$ cat config.mk
export PLATFORM = sky130hd
export DESIGN_NAME = nco_fine_shifter
export DESIGN_NICKNAME = d
export VERILOG_FILES = /design/src/rtl/nco_shift_pkg.sv /design/src/rtl/nco_phase_lut.sv /design/src/rtl/cmix_mult.sv /design/src/rtl/cmix_round.sv /design/src/rtl/nco_fine_shifter.sv
export SDC_FILE = /design/constraint.sdc
export NUM_CORES = 2
export LEC_CHECK = 0
export CAP_MARGIN = 0
export CORE_MARGIN = 8
export CORE_UTILIZATION = 58
export DETAILED_ROUTE_END_ITERATION = 10
export DONT_BUFFER_PORTS = 1
export GPL_TIMING_DRIVEN = 0
export PLACE_DENSITY = 0.74
export SLEW_MARGIN = 20
export SYNTH_ARGS = -nofsm -noshare
export SYNTH_HDL_FRONTEND = slang
export SYNTH_SLANG_ARGS = --single-unit
$ cat constraint.sdc
create_clock -name clk -period 6.7 [get_ports clk]
set_input_delay 1.005 -clock clk [delete_from_list [all_inputs] [get_ports clk]]
set_output_delay 1.005 -clock clk [all_outputs]
set_load 0.005 [all_outputs]
$ cat src/rtl/nco_shift_pkg.sv
package nco_shift_pkg;

  // round half up by dropping frac bits, then clamp to a signed ow-bit range
  function automatic longint round_sat(input longint acc, input int frac, input int ow);
    longint r;
    longint hi;
    longint lo;
    r  = (acc + (64'sd1 <<< (frac - 1))) >>> frac;
    hi = (64'sd1 <<< (ow - 1)) - 64'sd1;
    lo = -(64'sd1 <<< (ow - 1));
    if (r > hi) return hi;
    if (r < lo) return lo;
    return r;
  endfunction

  // parabolic quarter-wave sample k of q steps, amplitude 2^(cw-1)-1
  function automatic longint quarter_amp(input int k, input int q, input int cw);
    longint amp;
    amp = (64'sd1 <<< (cw - 1)) - 64'sd1;
    return (amp * longint'(k) * longint'(2 * q - k)) / longint'(q * q);
  endfunction

endpackage

$ cat src/rtl/nco_phase_lut.sv
module nco_phase_lut
  import nco_shift_pkg::*;
#(
  parameter int PW = 24,
  parameter int AW = 8,
  parameter int CW = 16
) (
  input  logic                 clk,
  input  logic                 rst,
  input  logic                 adv,
  input  logic [PW-1:0]        ftw,
  output logic [PW-1:0]        phase,
  output logic signed [CW-1:0] sin_o,
  output logic signed [CW-1:0] cos_o
);
  localparam int Q = 1 << (AW - 2);

  logic signed [CW-1:0] qtab [0:Q];

  for (genvar k = 0; k <= Q; k++) begin : g_qtab
    assign qtab[k] = CW'(quarter_amp(k, Q, CW));
  end

  function automatic logic signed [CW-1:0] wave(input logic [AW-1:0] ix);
    logic [AW-2:0]        off;
    logic signed [CW-1:0] m;
    off = ix[AW-2] ? (AW-1)'(Q) - {1'b0, ix[AW-3:0]} : {1'b0, ix[AW-3:0]};
    m   = qtab[off];
    return ix[AW-1] ? -m : m;
  endfunction

  logic [AW-1:0] idx;
  assign idx   = phase[PW-1 -: AW];
  assign sin_o = wave(idx);
  assign cos_o = wave(AW'(idx + AW'(Q)));

  always_ff @(posedge clk) begin
    if (rst)      phase <= '0;
    else if (adv) phase <= phase + ftw;
  end
endmodule

$ cat src/rtl/cmix_mult.sv
module cmix_mult #(
  parameter int DW = 16,
  parameter int CW = 16
) (
  input  logic                    clk,
  input  logic                    rst,
  input  logic signed [DW-1:0]    a_i,
  input  logic signed [DW-1:0]    a_q,
  input  logic signed [CW-1:0]    w_sin,
  input  logic signed [CW-1:0]    w_cos,
  output logic signed [DW+CW-1:0] p_ic,
  output logic signed [DW+CW-1:0] p_qs,
  output logic signed [DW+CW-1:0] p_is,
  output logic signed [DW+CW-1:0] p_qc
);
  always_ff @(posedge clk) begin
    if (rst) begin
      p_ic <= '0;
      p_qs <= '0;
      p_is <= '0;
      p_qc <= '0;
    end else begin
      p_ic <= a_i * w_cos;
      p_qs <= a_q * w_sin;
      p_is <= a_i * w_sin;
      p_qc <= a_q * w_cos;
    end
  end
endmodule

$ cat src/rtl/cmix_round.sv
module cmix_round
  import nco_shift_pkg::*;
#(
  parameter int DW = 16,
  parameter int CW = 16
) (
  input  logic                    clk,
  input  logic                    rst,
  input  logic                    v_in,
  input  logic                    mix,
  input  logic signed [DW-1:0]    raw_i,
  input  logic signed [DW-1:0]    raw_q,
  input  logic signed [DW+CW-1:0] p_ic,
  input  logic signed [DW+CW-1:0] p_qs,
  input  logic signed [DW+CW-1:0] p_is,
  input  logic signed [DW+CW-1:0] p_qc,
  output logic                    v_out,
  output logic signed [DW-1:0]    y_i,
  output logic signed [DW-1:0]    y_q
);
  localparam int SW = DW + CW + 1;

  logic signed [SW-1:0] sum_i;
  logic signed [SW-1:0] sum_q;
  logic signed [DW-1:0] rs_i;
  logic signed [DW-1:0] rs_q;

  always_comb begin
    sum_i = SW'(p_ic) - SW'(p_qs);
    sum_q = SW'(p_is) + SW'(p_qc);
    rs_i  = DW'(round_sat(longint'(sum_i), CW - 1, DW));
    rs_q  = DW'(round_sat(longint'(sum_q), CW - 1, DW));
  end

  always_ff @(posedge clk) begin
    if (rst) begin
      v_out <= 1'b0;
      y_i   <= '0;
      y_q   <= '0;
    end else begin
      v_out <= v_in;
      y_i   <= mix ? rs_i : raw_i;
      y_q   <= mix ? rs_q : raw_q;
    end
  end
endmodule

$ cat src/rtl/nco_fine_shifter.sv
module nco_fine_shifter #(
  parameter int DW = 16,
  parameter int PW = 24,
  parameter int AW = 8,
  parameter int CW = 16
) (
  input  logic                 clk,
  input  logic                 rst,
  input  logic                 in_valid,
  input  logic signed [DW-1:0] in_i,
  input  logic signed [DW-1:0] in_q,
  input  logic [PW-1:0]        ftw,
  input  logic                 fine_en,
  input  logic                 neg_shift,
  output logic                 out_valid,
  output logic signed [DW-1:0] out_i,
  output logic signed [DW-1:0] out_q
);
  localparam int PRW = DW + CW;

  logic                 adv_w;
  logic [PW-1:0]        phase_w;
  logic signed [CW-1:0] sin_w;
  logic signed [CW-1:0] cos_w;

  assign adv_w = in_valid & fine_en;

  nco_phase_lut #(.PW(PW), .AW(AW), .CW(CW)) u_nco (
    .clk(clk), .rst(rst), .adv(adv_w), .ftw(ftw),
    .phase(phase_w), .sin_o(sin_w), .cos_o(cos_w)
  );

  // stage 1: capture sample and oscillator value (conjugated on demand)
  logic                 s1_v, s1_fine;
  logic signed [DW-1:0] s1_i, s1_q;
  logic signed [CW-1:0] s1_sin, s1_cos;

  always_ff @(posedge clk) begin
    if (rst) begin
      s1_v <= 1'b0; s1_fine <= 1'b0;
      s1_i <= '0;   s1_q    <= '0;
      s1_sin <= '0; s1_cos  <= '0;
    end else begin
      s1_v    <= in_valid;
      s1_fine <= fine_en;
      s1_i    <= in_i;
      s1_q    <= in_q;
      s1_sin  <= neg_shift ? -sin_w : sin_w;
      s1_cos  <= cos_w;
    end
  end

  // stage 2: products, with bypass data carried alongside
  logic                  s2_v, s2_fine;
  logic signed [DW-1:0]  s2_i, s2_q;
  logic signed [PRW-1:0] p_ic, p_qs, p_is, p_qc;

  cmix_mult #(.DW(DW), .CW(CW)) u_mult (
    .clk(clk), .rst(rst), .a_i(s1_i), .a_q(s1_q), .w_sin(s1_sin), .w_cos(s1_cos),
    .p_ic(p_ic), .p_qs(p_qs), .p_is(p_is), .p_qc(p_qc)
  );

  always_ff @(posedge clk) begin
    if (rst) begin
      s2_v <= 1'b0; s2_fine <= 1'b0;
      s2_i <= '0;   s2_q    <= '0;
    end else begin
      s2_v    <= s1_v;
      s2_fine <= s1_fine;
      s2_i    <= s1_i;
      s2_q    <= s1_q;
    end
  end

  // stage 3: sum, round, clamp or pass through
  cmix_round #(.DW(DW), .CW(CW)) u_round (
    .clk(clk), .rst(rst), .v_in(s2_v), .mix(s2_fine),
    .raw_i(s2_i), .raw_q(s2_q),
    .p_ic(p_ic), .p_qs(p_qs), .p_is(p_is), .p_qc(p_qc),
    .v_out(out_valid), .y_i(out_i), .y_q(out_q)
  );
endmodule

# Word level (Yosys, flattened, before mapping)
# Memories as Yosys holds them, arrays and structs flattened.
# Index checks and enable logic that the tools add are counted.
# Widths: inputs -> output; s select.
[totals]
mem_count = 2
out_inout_bits = 33
regBits = 285
inputBits = 61
mem_bits_ro = 4096
[classes]
mul = 4
n_lt_le_gt_ge = 6
n_bitwise = 3
muxes = 25
n_addsub = 11
[mem_list]
columns = ["memory", "words", "word_bits", "read_ports", "rd_clocked_by_memory_dff", "write_ports", "line_no", "source"]
rows = [
  ["(name not given)", 128, 16, 1, 0, 0, "nco_phase_lut.sv:28", "m = qtab[off];"],
  ["(name not given)", 128, 16, 1, 0, 0, "nco_phase_lut.sv:28", ""],
]
[ops]
columns = ["cell", "count"]
rows = [
  ["$mux 16", 15],
  ["$mul 16x16->32", 4],
  ["$add 33x16->34 const B", 2],
  ["$neg 16->16", 3],
  ["$gt 19x16->1 const B", 2],
  ["$lt 19x16->1 const B", 2],
  ["$add 32x32->33", 1],
  ["$sub 32x32->33", 1],
  ["$mux 15", 2],
  ["$add 24x24->24", 1],
  ["$ge 8x8->1 const B", 2],
  ["$not 7->8", 2],
  ["$mux 7", 2],
  ["$sub 7x6->7 const A", 2],
  ["$add 8x7->8 const B", 1],
  ["$mux 1", 6],
  ["$and 1x1->1", 1],
]

# Depth between registers and ports, before layout
[depth]
depth_word = 10
ltp_mapped = 27

# By module
# A second synthesis with hierarchy kept.
[hier_totals]
cells_unflattened = 6206
hier_area_um2 = 55122.9
[by_module_without_submodules]
columns = ["module", "seq_area_each_um2", "cells_each", "area_each_um2", "n_inst"]
rows = [
  ["cmix_mult", 2562.5, 4661, 42650.9, 1],
  ["cmix_round", 660.6, 609, 4894.7, 1],
  ["nco_phase_lut", 480.5, 679, 4564.4, 1],
  ["nco_fine_shifter", 2001.9, 257, 3012.9, 1],
]

# Least setup slack after synthesis
# No wires, ideal clock.
[synth_timing]
kind = "register -> register"
from = "register s1_cos[2]"
to = "register u_mult.p_qc[31]"
t_arrival_ns = 6.108
stages_incl_launch_ff = 20
period_less_slack_ns = 6.230
n_path_buf = 1
setup_slack_ns = 0.470
path_cell_list = "dfxtp_1 -> clkbuf_1 -> nand2_1 -> fa_1 -> fa_1 -> fa_1 -> fa_1 -> inv_1 -> fa_1 -> fa_1 -> ha_1 -> a21o_1 -> a21o_1 -> a21o_1 -> a2111oi_0 -> o21ai_0 -> nand4_1 -> a311oi_1 -> a221o_1 -> a311o_1"
[synth_between]
elab_chain_cells = 1
[synth_lines]
columns = ["item", "line_no", "source"]
rows = [
  ["from (decl)", "nco_fine_shifter.sv:36", "logic signed [CW-1:0] s1_sin, s1_cos;"],
  ["from (signal assigned)", "nco_fine_shifter.sv:49", "s1_cos <= cos_w;"],
  ["$mul 16x16->32", "cmix_mult.sv:26", "p_qc <= a_q * w_cos;"],
  ["to (signal assigned)", "cmix_mult.sv:26", ""],
  ["to (decl)", "cmix_mult.sv:14", "output logic signed [DW+CW-1:0] p_qc"],
]
# Every way passes these cells.
# A chain may end at the register's enable or synchronous reset.

# Worst setup path after layout
[layout_timing]
from = "register s1_cos[14]"
to = "register u_mult.p_ic[28]"
[layout_between]
elab_chain_cells = 1
[layout_lines]
columns = ["item", "line_no", "source"]
rows = [
  ["$mul 16x16->32", "cmix_mult.sv:23", "p_ic <= a_i * w_cos;"],
  ["to (signal assigned)", "cmix_mult.sv:23", ""],
  ["to (decl)", "cmix_mult.sv:11", "output logic signed [DW+CW-1:0] p_ic,"],
]
# Every way passes these cells.

==> impl_metrics.yaml <==
power:
  p_comb_share_pct: 85.5
  irDropWorstVdd_mv: 0.758
  p_seq_share_pct: 8.1
  internal-power_mw: 14.1
  netSwitchingPower_mw: 18.0
  p_total_mw: 32.1
  p_sw_share_pct: 56.0
  clkPwrFrac_pct: 6.4
  powerDensity_mw_per_mm2: 553
  power.leakage_nw: 29.8
die:
  die-area_mm2: 0.103
  rows: 112
  fp.dieH_um: 321
  start_util_pct: 58.2
  die_w_um: 321
  io_pins: 94
  fp.coreArea_mm2: 0.0928
clock_network:
  cts_buffers: 36
  ctsHoldBuffers: 0
  cts_tree: "yes"
  clk_latency_ns: 0.61
  root_buffer: "clkbuf_16"
  clock-sinks: 283
  htreeDepth: 2
  clk_pin_slew_ns: 0.07
  cts_buffer_depth: 3
timing:
  worstMarginPinSlew_ns: 1.17
  fin_ws_ns: 0.107
  rsz0062_at_grt: "true"
  whs_ns: 0.437
  period_needed_ns: 6.59
  slew_headroom_pct: 21.8
  slew_violations: 0
  fmax_mhz: 152
  final-setup-viol-count: 0
  period_share_pct: 98.4
  hold_viol: 0
  setup_tns_ns: 0
  clock_skew_ns: 0.0272
finish:
  multiInputGateArea_mm2: 0.0428
  drive_gt1_share_pct: 7.09
  fillCellCount: 7953
  final_nets: 7728
  stdcell_count: 7414
  syn_to_final_growth_pct: 7.63
  register_area_mm2: 0.00575
min_path:
  min_path_type: "reg2reg"
yosys:
  synth_nets: 7664
  synth.distinct_cells: 85
  synth-seq-area-share_pct: 10.5
  synthArstFlopShare_pct: 0
  synthesis.area_mm2: 0.0540
  synth_edf_count: 0
  avgSynthCellArea_um2: 8.92
  synthFlopType: "dfxtp_1"
  synth.area.top_cells: "fa_1 (39%), ha_1 (12%), dfxtp_1 (10%)"
  synth_area_leader_cell: "fa_1"
  netlist_instances: 6054
  synthesis.yosys.warnings: 0
  ys_ff_latch: 283
  yosysTopAreaCellShare_pct: 38.6
global_route:
  grt_max_degree: 15
  grt_pass1_wl_um: 273000
  grt_usage_pct: 35.5
  antenna_found_initial: 19
  grt_overflow: 0
  grt_pass1_vias: 43800
critical_path:
  crit_buf_inv: 5
  crit_type: "reg2reg"
  crit_top_cell: "fa_1"
  endpoint_kind: "flop"
  crit_fanout: 10
  cp_slowest_cell: "clkbuf_1"
  cp_top_family: "adder cells"
  cp_slowest_stage_delay_ns: 0.62
  cp_data_arrival_time_ns: 7.05
  r2r_setup_slack_ns: 0.11
  worst_setup_path_start_kind: "flop"
  worstPathRequired_ns: 7.16
  crit_path_cell_trace: "clkbuf_1, and2_1, ha_1, inv_1, fa_1, inv_1, fa_1, fa_1, fa_1, inv_1, fa_1, inv_1, ha_1, a21o_1, a21o_1, a21oi_1, o21ai_0, a21oi_2, o21ai_0, o41ai_2, xor2_1, nor2_1"
status:
  status: "complete, no violations"
run:
  drv_cap: 0
route:
  drt-total-wl_um: 181000
  drc: 0
  avgRoutedWirePerCell_um: 24.4
  drt_iter0_drc: 4020
  antenna_left: 0
  first_pass_iters: 6
  vias: 42400
  vias_per_cell: 5.72
placement:
  dp_cells: 7309
  dpl_worst_slack_ns: -1.05
  dpl.hpwl_um: 149000
  io_buffers: 0
  place.gp.congestion: 1.07
[registers in the layout, summed over array words and instances, names as in the netlist]
name	count
u_mult.p_ic	32
u_mult.p_is	32
u_mult.p_qc	32
u_mult.p_qs	32
u_nco.phase	24
s1_i	16
s1_q	16
s2_i	16
s2_q	16
u_round.y_i	16
u_round.y_q	16
s1_cos	15
s1_sin	15
s1_fine	1
s1_v	1
s2_fine	1
s2_v	1
u_round.v_out	1
[placed cells by master, fill, tap and decap left out, drive strengths merged, types with 10 or more instances in the layout]
master  count
or2        23
nor3       59
dfxtp     283
nor2b     115
xor2       70
a211oi     55
diode      14
nand4      22
a31oi      23
o21bai     30
ha        508
a21oi     196
and3       20
buf       122
nand3      47
nand2b     45
nor4       11
fa       1041
clkbuf    222
inv      1259
nand2     630
o21a       25
o211ai     25
o31ai      13
mux2i      10
xnor2     144
nor2      313
a21o       78
and2      468
o21ai     113
[power by group through the flow]
stage	clock, mW	sequential, mW	combinational (mW)
2_1_floorplan	0	2.35	18.4
3_3_place_gp	0	2.58	25.6
3_5_place_dp	0	2.58	26.0
4_1_cts	2.09	2.56	26.7
5_1_grt	2.15	2.60	30.4
6_report	2.06	2.59	27.5
[per-layer routing]
metal | up-vias | track usage (%) | share of wire (%)
met5 | - | 1.42 | 0.14
met4 | 10 | 19.8 | 6.8
met3 | 538 | 13.4 | 13
met2 | 2335 | 52.3 | 42
met1 | 20800 | 44.9 | 38
li1 | 18600 | - | -
[cell type report]
class,instances,share of cell area (%)
Multi-Input combinational cell,4242,73.7
Sequential cell,283,9.90
Inverter,1254,8.12
Buffer,275,3.10
Tap cell,1254,2.70
Clock buffer,44,1.69
Clock inverter,22,0.409
Timing Repair Buffer,26,0.370
Antenna cell,14,0.0603
[cells by family after synthesis]
group	after synthesis	synth area share, %
and+or+nand+nor	1784	16.2
adders and majority gates	1550	50.4
buffers and inverters	1529	10.7
AOI/OAI and AO/OA	676	8.31
DFF	283	10.5
xor gates and xnor gates	214	3.50
muxes	18	0.373
[path summary, 6_finish.rpt]
path | cells after the start | end | start
max reg2reg | 22 | u_mult.p_ic[28] | s1_cos[14]
min reg2reg | 1 | s2_fine | s1_fine
max | 22 | u_mult.p_ic[28] | s1_cos[14]
min | 1 | s2_fine | s1_fine
[cells in the mapped netlist (all sizes together) (22+ instances only)]
cell type	number
and2	468
inv	1251
dfxtp	283
xnor2	144
a21oi	196
a211oi	55
o211ai	25
nand2b	45
clkbuf	242
fa	1041
a21o	78
or2	23
xor2	70
ha	508
nand3	47
nor2b	115
nand4	22
buf	33
nor3	59
o21a	25
nor2	313
o21bai	30
a31oi	23
o21ai	113
nand2	630
[through the flow]
stage / utilization, % / instance area [µm²]
floorplan: - / 54000
global placement: 59.9 / 55600
detailed placement: 59.9 / 55600
CTS: 62.0 / 57500
global route: 62.6 / 58100
finish: 62.6 / 58100
[repair_timing]
| action | in CTS | in global routing |
|---|---|---|
| gates cloned | 0 | 0 |
| setup endpoints to repair | 60 | 37 |
| buffers inserted | 11 | 14 |
| pin swaps | 8 | 19 |
| gates resized for setup | 306 | 255 |
Note: power is estimated with default switching activity, not from simulation.
